## config.mk

```make
export PLATFORM = sky130hd
export DESIGN_NAME = psram_refresh_ctrl
export DESIGN_NICKNAME = d
export VERILOG_FILES = /design/src/rtl/psram_refresh_ctrl.sv
export SDC_FILE = /design/constraint.sdc
export NUM_CORES = 1
export LEC_CHECK = 0
export ABC_CLOCK_PERIOD_IN_PS = 3600
export BUFFER_PORTS_ARGS = -buffer_cell sky130_fd_sc_hd__buf_2
export CORE_MARGIN = 3
export CORE_UTILIZATION = 45
export DETAILED_ROUTE_END_ITERATION = 10
export PLACE_DENSITY_LB_ADDON = 0.08
export SLEW_MARGIN = 20
export SYNTH_ARGS = -nofsm -noshare
export SYNTH_HDL_FRONTEND = slang
export SYNTH_SLANG_ARGS = --single-unit
```

## constraint.sdc

```tcl
create_clock -name clk -period 3.6 [get_ports clk]
set_input_delay 0.36 -clock clk [delete_from_list [all_inputs] [get_ports clk]]
set_output_delay 0.36 -clock clk [all_outputs]
set_load 0.05 [all_outputs]
```

## src/rtl/psram_refresh_ctrl.sv

```systemverilog
`timescale 1ns/1ps
module psram_refresh_ctrl #(
  parameter int ROW_W = 12,
  parameter int CLK_MHZ = 250,
  parameter int INIT_US = 150,
  parameter bit ROW_LEN_256 = 1'b1,
  parameter logic [3:0] VERSION = 4'd1,
  parameter logic [2:0] DENSITY = 3'd1,
  parameter logic [2:0] GEN = 3'd3,
  parameter logic [4:0] VENDOR = 5'd5
) (
  input  logic             clk,
  input  logic             rst_n,
  input  logic             ce_n,
  input  logic             cfg_wr,
  input  logic [4:0]       cfg_wdata,
  input  logic             refresh_tick,
  input  logic             reg_sel,
  input  logic [1:0]       reg_addr,
  output logic [15:0]      reg_rdata,
  output logic             ref_req,
  output logic [ROW_W-1:0] ref_row,
  output logic             pd_active,
  output logic             ready,
  output logic [7:0]       seg_valid
);
  localparam int INIT_CYC = CLK_MHZ * INIT_US;
  localparam int CNT_W = $clog2(INIT_CYC + 1);
  localparam logic [15:0] ID_WORD = {ROW_LEN_256, VERSION, DENSITY, GEN, VENDOR};

  logic [2:0]       par_q, last_par_q;
  logic             pdn_q;
  logic [ROW_W-1:0] cnt_q;
  logic [CNT_W-1:0] init_q;

  logic [ROW_W-1:0] span, lo, hi, pick;
  logic [7:0]       keep;
  logic             accept, do_ref;

  assign span   = {ROW_W{1'b1}} >> par_q[1:0];
  assign lo     = (par_q[2] && par_q[1:0] != 2'd0) ? ~span : '0;
  assign hi     = lo | span;
  assign accept = refresh_tick && ready && !pd_active;
  assign do_ref = accept && (par_q != 3'b100);
  assign pick   = (par_q != last_par_q) ? lo : cnt_q;

  always_comb begin
    case (par_q)
      3'd0: keep = 8'hFF;
      3'd1: keep = 8'h0F;
      3'd2: keep = 8'h03;
      3'd3: keep = 8'h01;
      3'd4: keep = 8'h00;
      3'd5: keep = 8'hF0;
      3'd6: keep = 8'hC0;
      default: keep = 8'h80;
    endcase
  end

  assign reg_rdata = !reg_sel             ? 16'h0000 :
                     (reg_addr == 2'b01)  ? ID_WORD :
                     (reg_addr == 2'b00)  ? {11'b0, pdn_q, 1'b0, par_q} :
                                            16'h0000;

  always_ff @(posedge clk or negedge rst_n) begin
    if (!rst_n) begin
      par_q      <= 3'd0;
      last_par_q <= 3'd0;
      pdn_q      <= 1'b1;
      cnt_q      <= '0;
      init_q     <= '0;
      ref_req    <= 1'b0;
      ref_row    <= '0;
      pd_active  <= 1'b0;
      ready      <= 1'b1;
      seg_valid  <= 8'hFF;
    end else begin
      ref_req <= do_ref;
      if (do_ref) begin
        ref_row <= pick;
        cnt_q   <= (pick == hi) ? lo : pick + 1'b1;
      end
      if (accept) begin
        last_par_q <= par_q;
        seg_valid  <= seg_valid & keep;
      end
      if (pd_active) begin
        if (!ce_n) begin
          pd_active <= 1'b0;
          pdn_q     <= 1'b1;
          ready     <= 1'b0;
          init_q    <= CNT_W'(INIT_CYC - 1);
        end
      end else begin
        if (cfg_wr && ready) begin
          par_q <= cfg_wdata[2:0];
          pdn_q <= cfg_wdata[4];
        end
        if (!pdn_q && ce_n) begin
          pd_active <= 1'b1;
          seg_valid <= 8'h00;
        end
        if (!ready) begin
          if (init_q == '0) ready <= 1'b1;
          else init_q <= init_q - 1'b1;
        end
      end
    end
  end
endmodule


```

==> impl_metrics.ini, run 1 <==
[power_and_ir_drop]
static_leakage_nw = 1.682
pwr-share-seq_pct = 41.3
vdd_drop_max_uv = 429.5
power_per_cell_area_mw_per_mm2 = 658.7
internal_power_mw = 1.473
netSwitchingPower_mw = 0.9084
comb_power_share_pct = 32.5
power.share.switching_pct = 38.15
power_frac_clock_pct = 26.3

[setup_path]
worst_ep_arrival_time_ns = 3.19
critical_path.cell_chain = or2_1 -> a211oi_2 -> nand2_1 -> inv_1 -> ha_1 -> nand2_1 -> nor3_1 -> and3_1 -> o211ai_4 -> a211o_1 -> nand4_1
r2r.worst_path.cells = 11
crit_buf_inv = 1
critical_path.endpoint_type = register
timing.critical_path.slowest_stage_cell = sky130_fd_sc_hd__dfrtp_1
worst_path_dominant_cell_family = simple AND/OR/NAND/NOR gates
max_stage_delay_ns = 0.46
crit_path_max_fanout = 10
required_time_reported_for_the_critical_path_endpoint_ns = 3.86
path_class = reg2reg
path_common_cell = sky130_fd_sc_hd__nand2_1
path_depth = 11
cp_launch_type = register

[clock_tree]
cts-htree-levels = 3
tritoncts.num_buffers = 9
clkSlewWorstSetupHoldPaths_ns = 0.07
cts_root_buffer = sky130_fd_sc_hd__clkbuf_8
cts.sinks = 58
clk_latency_ns = 0.33
post_cts_hold_buffer_count = 0
cts_post_setup_buffers_inserted = 0
cts_resized = 0
ctsLongestPathBuffers = 2
tritoncts = built

[routing]
drc = 0
antenna_left = 0
detailedRoute.firstIterationViolations = 120
dr_total_vias = 2556
number_of_iterations_in_the_first_detailed_routing_pass = 4
route.detailed.vias_per_inst = 5.227
routed_wl_um = 6531
route.detailed.wl_per_inst_um = 13.36

[yosys]
synth_warnings = 0
seq_area_frac_synth_pct = 46.34
ys_top_cells_by_area = sky130_fd_sc_hd__dfrtp_1 38%, sky130_fd_sc_hd__dfstp_2 8.3%, sky130_fd_sc_hd__nand2_1 7.4%
synth-edff-count = 0
ys_dominant_reg_cell = sky130_fd_sc_hd__dfrtp_1
synth_cell_types = 55
synth_seq_cells = 58
netlist_area_mm2 = 0.003159
synth_area_per_cell_um2 = 8.975
netlist.top_cell.by_area = sky130_fd_sc_hd__dfrtp_1
synth_async_sr_flop_share_pct = 100.0
synth_top_area_share_pct = 38.02
post_synth_inst_count = 352

[sta]
rsz_0062_raised_after_global_routing = false
final_min_period_over_clock_period_pct = 81.37
fmaxAchievable_mhz = 341.4
finalHoldViolations = 0
worst_slew_margin_rel_pct = 57.37
max_slew.worst_pin.slew_ns = 0.6395
fin_crit_ns = 2.929
holdWs_ns = 0.04920
final_setup_viols = 0
setup_tns_ns = 0
fin_worst_skew_ns = 0.009116
pins_over_slew_limit = 0

[die]
die-area_mm2 = 0.008062
std_cell_rows = 29
die_width_um = 89.79
initial_core_util_pct = 48.10
floorplan.core_area_mm2 = 0.006568
fp.dieH_um = 89.79
ioPinCount = 52

[global_route]
wire_length_of_the_first_global_routing_pass_um = 11940
grt_usage_pct = 17.76
grt_start_max_net_pins = 32
antenna_violations_before_repair = 0
gr-total-overflow = 0
number_of_global_route_vias_before_repair = 2466

[status]
status = completed

[placement]
hpwlAfterDp_um = 4534
placement.io_buffers = 43
gpl.final_weighted_congestion = 0.9072

[cells_and_area]
final_nets = 407
number_of_diodes = 0
most_common_cell_after_layout_fill_and_taps_aside = sky130_fd_sc_hd__nand2_1
most_used_cells_in_the_layout_excluding_fill_and_tap_cells = 62 x sky130_fd_sc_hd__nand2_1, 48 x sky130_fd_sc_hd__dfrtp_1, 43 x sky130_fd_sc_hd__buf_2
synthToLayoutAreaGrowth_pct = 14.42
finish.utilization_pct = 55.04
layout-drive-gt1-share_pct = 21.21

[min_path]
min_path_type = in2async

[run]
maxCapViolCount = 0
-- through the flow --
stage | std cells | setup WS [ns] | cell area [um^2] | total power, mW
after global routing | 489 | 0.3763 | 3615 | 2.576
after floorplan | 358 | 0.6616 | 3182 | 1.588
after CTS | 489 | 0.6561 | 3615 | 2.407
final | 489 | 0.6706 | 3615 | 2.381
after global placement | 473 | 0.7089 | 3407 | 1.753
after detailed placement | 473 | 0.6773 | 3407 | 1.766
-- Yosys cell counts, drive strengths merged, types with 3 or more instances --
library cell,instances
nand4,3
nand2,62
nor3,12
mux2,5
o21ai,13
a21oi,11
xor2,12
xnor2,6
or4,3
nor2b,3
nor4,5
buf,22
and2,8
or3,3
dfstp,10
dfrtp,48
and3,3
nand2b,4
clkbuf,5
nand4b,5
ha,3
a31oi,6
inv,12
nand3,23
o211ai,5
nor2,30
o21a,3
-- flip-flops by register name (all words and copies together), names as in the netlist --
signal,flops
init_q,16
par_q,3
cnt_q,12
ref_req,1
pdn_q,1
ready,1
last_par_q,3
pd_active,1
seg_valid,8
ref_row,12
-- worst paths after layout --
kind / endpoint / slack (ns) / from
setup / recovery: cnt_q[9] / 0.67 / par_q[2]
hold / removal: ref_row[4] / 0.05 / rst_n
setup reg to reg: cnt_q[9] / 0.67 / par_q[2]
hold reg to reg: seg_valid[6] / 0.45 / seg_valid[6]
max in group asynchronous: seg_valid[2] / 2.67 / rst_n
min in group clk: par_q[0] / 0.27 / cfg_wdata[0]
-- routing by layer --
layer  routed length [um]  track usage, %  vias to the layer above  share of wire, %
met3                  249           4.841                        2               3.8
met4                   31           5.109                        0              0.47
li1                     -               -                     1280                 -
met1                 3069           23.70                     1220                47
met2                 3182           28.45                       54                49
met5                    0               0                        -                 0
-- power by group through the flow --
stage / logic [mW] / clock network [mW] / registers, mW
2_1_floorplan: 0.613 / 0 / 0.975
3_3_place_gp: 0.765 / 0 / 0.989
6_report: 0.773 / 0.625 / 0.983
4_1_cts: 0.781 / 0.645 / 0.981
3_5_place_dp: 0.775 / 0 / 0.991
5_1_grt: 0.879 / 0.678 / 1.02
-- cells by family (layout without fill, tap and decap cells) --
kind of cell	Yosys count	after routing	synth area share [%]
adder cells (fa/ha/maj)	3	3	1.188
other	1	7	0.1187
XOR/XNOR	18	18	4.990
AND/OR/NAND/NOR	171	171	26.53
buffers and inverters	39	77	6.218
flip-flops	58	58	46.34
multiplexers	7	7	2.416
AO/OA/AOI/OAI	55	55	12.20
-- final cells by class --
class / instances / area (um^2)
Clock buffer: 14 / 172.7
Multi-Input combinational cell: 261 / 1521
Clock inverter: 2 / 35.03
Fill cell: 621 / 2953
Sequential cell: 58 / 1464
Inverter: 12 / 45.04
Tap cell: 93 / 116.4
Timing Repair Buffer: 49 / 260.3
Note: power is estimated with default switching activity, not from simulation.
==> inputs of run 2 (changes only) <==
ABC_CLOCK_PERIOD_IN_PS = 2600   (was 3600)
clock period = 2.6 ns   (was 3.6 ns; I/O delays follow)
==> run 2 against run 1 <==
  * Critical path depth is 1 lower
  * Count of clock-buffer cells in the layout is 1 higher
  * First-iteration DRC count is 4.2% higher
  * Non-clock buffer count is 10 higher
  * Setup slack worse by 0.48 ns
  * Register-to-register slack worse by 0.48 ns
  * Maximum frequency is 22% higher
  * Final cell count is 2.0% higher
  * Design area is 1.7% higher
  * Global-route usage is 0.90 points lower
  * Critical path type unchanged
  * Largest cell class unchanged
==> impl_metrics.ini, run 2 (synthesis results as in run 1) <==
[cells_and_area]
largest_register_ff_count = 16
final-seq-area_mm2 = 0.001464
multi_input_comb_area_mm2 = 0.001540
final_nets = 417
most_used_cells_in_the_layout_excluding_fill_and_tap_cells = 62 x sky130_fd_sc_hd__nand2_1, 48 x sky130_fd_sc_hd__dfrtp_1, 43 x sky130_fd_sc_hd__buf_2
synthToLayoutAreaGrowth_pct = 16.40
reg.largest.list = init_q: 16 flops, cnt_q: 12 flops, ref_row: 12 flops
registers.top_by_ff_count = init_q
num-fill-cells = 593
layout-drive-gt1-share_pct = 22.91
number_of_diodes = 0
most_common_cell_after_layout_fill_and_taps_aside = sky130_fd_sc_hd__nand2_1

[min_path]
min_path_cells = 2
hold_start = cfg_wdata[1]
min_path_type = in2reg

[setup_path]
critical_path.endpoint_type = register
worst_ep_arrival_time_ns = 2.68
crit_path_max_fanout = 10
r2r.worst_path.cells = 10
worstSetupStartpoint = par_q[2]
cp_launch_type = register
required_time_reported_for_the_critical_path_endpoint_ns = 2.87
timing.rr.start = par_q[2]
path_class = reg2reg

[placement]
dpl_worst_slack_ns = 0.1281
placement.io_buffers = 43
hpwlAfterDp_um = 4519
gpl.final_weighted_congestion = 0.7760

[sta]
rsz_0062_raised_after_global_routing = false
worst_slack_ns = 0.1915
final_setup_viols = 0
pins_over_slew_limit = 0
fin_crit_ns = 2.408
final_min_period_over_clock_period_pct = 92.63
fin_worst_skew_ns = 0.009035
worst_slew_margin_rel_pct = 62.11
finalHoldViolations = 0
setup_tns_ns = 0
max_slew.worst_pin.slew_ns = 0.5540
fmaxAchievable_mhz = 415.2

[routing]
dr_total_vias = 2553
route.detailed.vias_per_inst = 5.116
detailedRoute.firstIterationViolations = 125
route.detailed.wl_per_inst_um = 13.23
number_of_iterations_in_the_first_detailed_routing_pass = 4
antenna_left = 0
routed_wl_um = 6603
drc = 0

[global_route]
antenna_violations_before_repair = 0
number_of_global_route_vias_before_repair = 2354
gr-total-overflow = 0
grt_start_max_net_pins = 59
grt_usage_pct = 16.85
wire_length_of_the_first_global_routing_pass_um = 11250

[power_and_ir_drop]
total_power_mw = 3.179
vdd_drop_max_uv = 537.8
static_leakage_nw = 1.721
power_per_cell_area_mw_per_mm2 = 864.5

[die]
std_cell_rows = 29
ioPinCount = 52
floorplan.core_area_mm2 = 0.006568
fp.dieH_um = 89.79
die-area_mm2 = 0.008062
initial_core_util_pct = 48.10
die_width_um = 89.79

[status]
status = completed

[clock_tree]
tritoncts = built
clk_latency_ns = 0.33
clkSlewWorstSetupHoldPaths_ns = 0.06
cts.sinks = 58
cts_root_buffer = sky130_fd_sc_hd__clkbuf_8
cts_post_setup_buffers_inserted = 0
ctsLongestPathBuffers = 2
cts-htree-levels = 3
tritoncts.num_buffers = 9

[run]
maxCapViolCount = 0
[run 2: per-layer routing]
layer  wire length, um  GRT usage (%)  part of all wire (%)
met1              3091          22.51                    47
met2              3183          26.69                    48
met4                98          6.386                   1.5
met5                 0              0                     0
met3               229          4.007                   3.5
[run 2: through the flow]
| stage | std cells | hold WS [ns] | cell area [um^2] | utilization (%) |
|---|---|---|---|---|
| global route | 499 | 0.1539 | 3677 | 55.99 |
| CTS | 499 | 0.1427 | 3671 | 55.90 |
| finish | 499 | 0.1599 | 3677 | 55.99 |
| floorplan | 358 | -0.03559 | 3204 | - |
| detailed placement | 482 | 0.2883 | 3500 | 53.29 |
| global placement | 482 | 0.2918 | 3500 | 53.29 |
[run 2: timing repair]
action | CTS | global route
endpoints found under the hold margin | 48 | 0
hold buffers | 1 | 0
setup endpoints to repair | 0 | 1
resized for setup | 0 | 1
[run 2: path summary, 6_finish.rpt]
path | end | slack (ns)
max in group asynchronous | seg_valid[6] | 1.83
hold reg to reg | seg_valid[6] | 0.45
hold / removal | par_q[1] | 0.16
min in group asynchronous | ref_row[5] | 0.45
setup / recovery | cnt_q[9] | 0.19
setup reg to reg | cnt_q[9] | 0.19
[run 2: cell type report]
cell class | instances | share of cell area [%]
multi-input combinational | 261 | 41.89
tap | 93 | 3.164
timing repair buffer | 59 | 9.527
sequential | 58 | 39.81
inverter | 12 | 1.225
clock buffer | 15 | 4.253
clock inverter | 1 | 0.1361
[run 2: where the power goes]
part / switching, mW / leakage, nW / internal, mW
clock: 0.332 / 0.0817 / 0.372
sequential: 0.209 / 0.710 / 1.12
combinational: 0.709 / 0.929 / 0.440
total: 1.25 / 1.72 / 1.93
[run 2: worst max-delay path: stages, from the launching register on]
cell and delay (ns):
sky130_fd_sc_hd__dfrtp_1 0.39, sky130_fd_sc_hd__or2_1 0.25, sky130_fd_sc_hd__a211oi_2 0.28, sky130_fd_sc_hd__and2_1 0.20, sky130_fd_sc_hd__ha_2 0.18, sky130_fd_sc_hd__nand2_1 0.09
sky130_fd_sc_hd__nor3_4 0.16, sky130_fd_sc_hd__and3_4 0.23, sky130_fd_sc_hd__o211ai_4 0.14, sky130_fd_sc_hd__a211o_1 0.33, sky130_fd_sc_hd__nand4_1 0.08
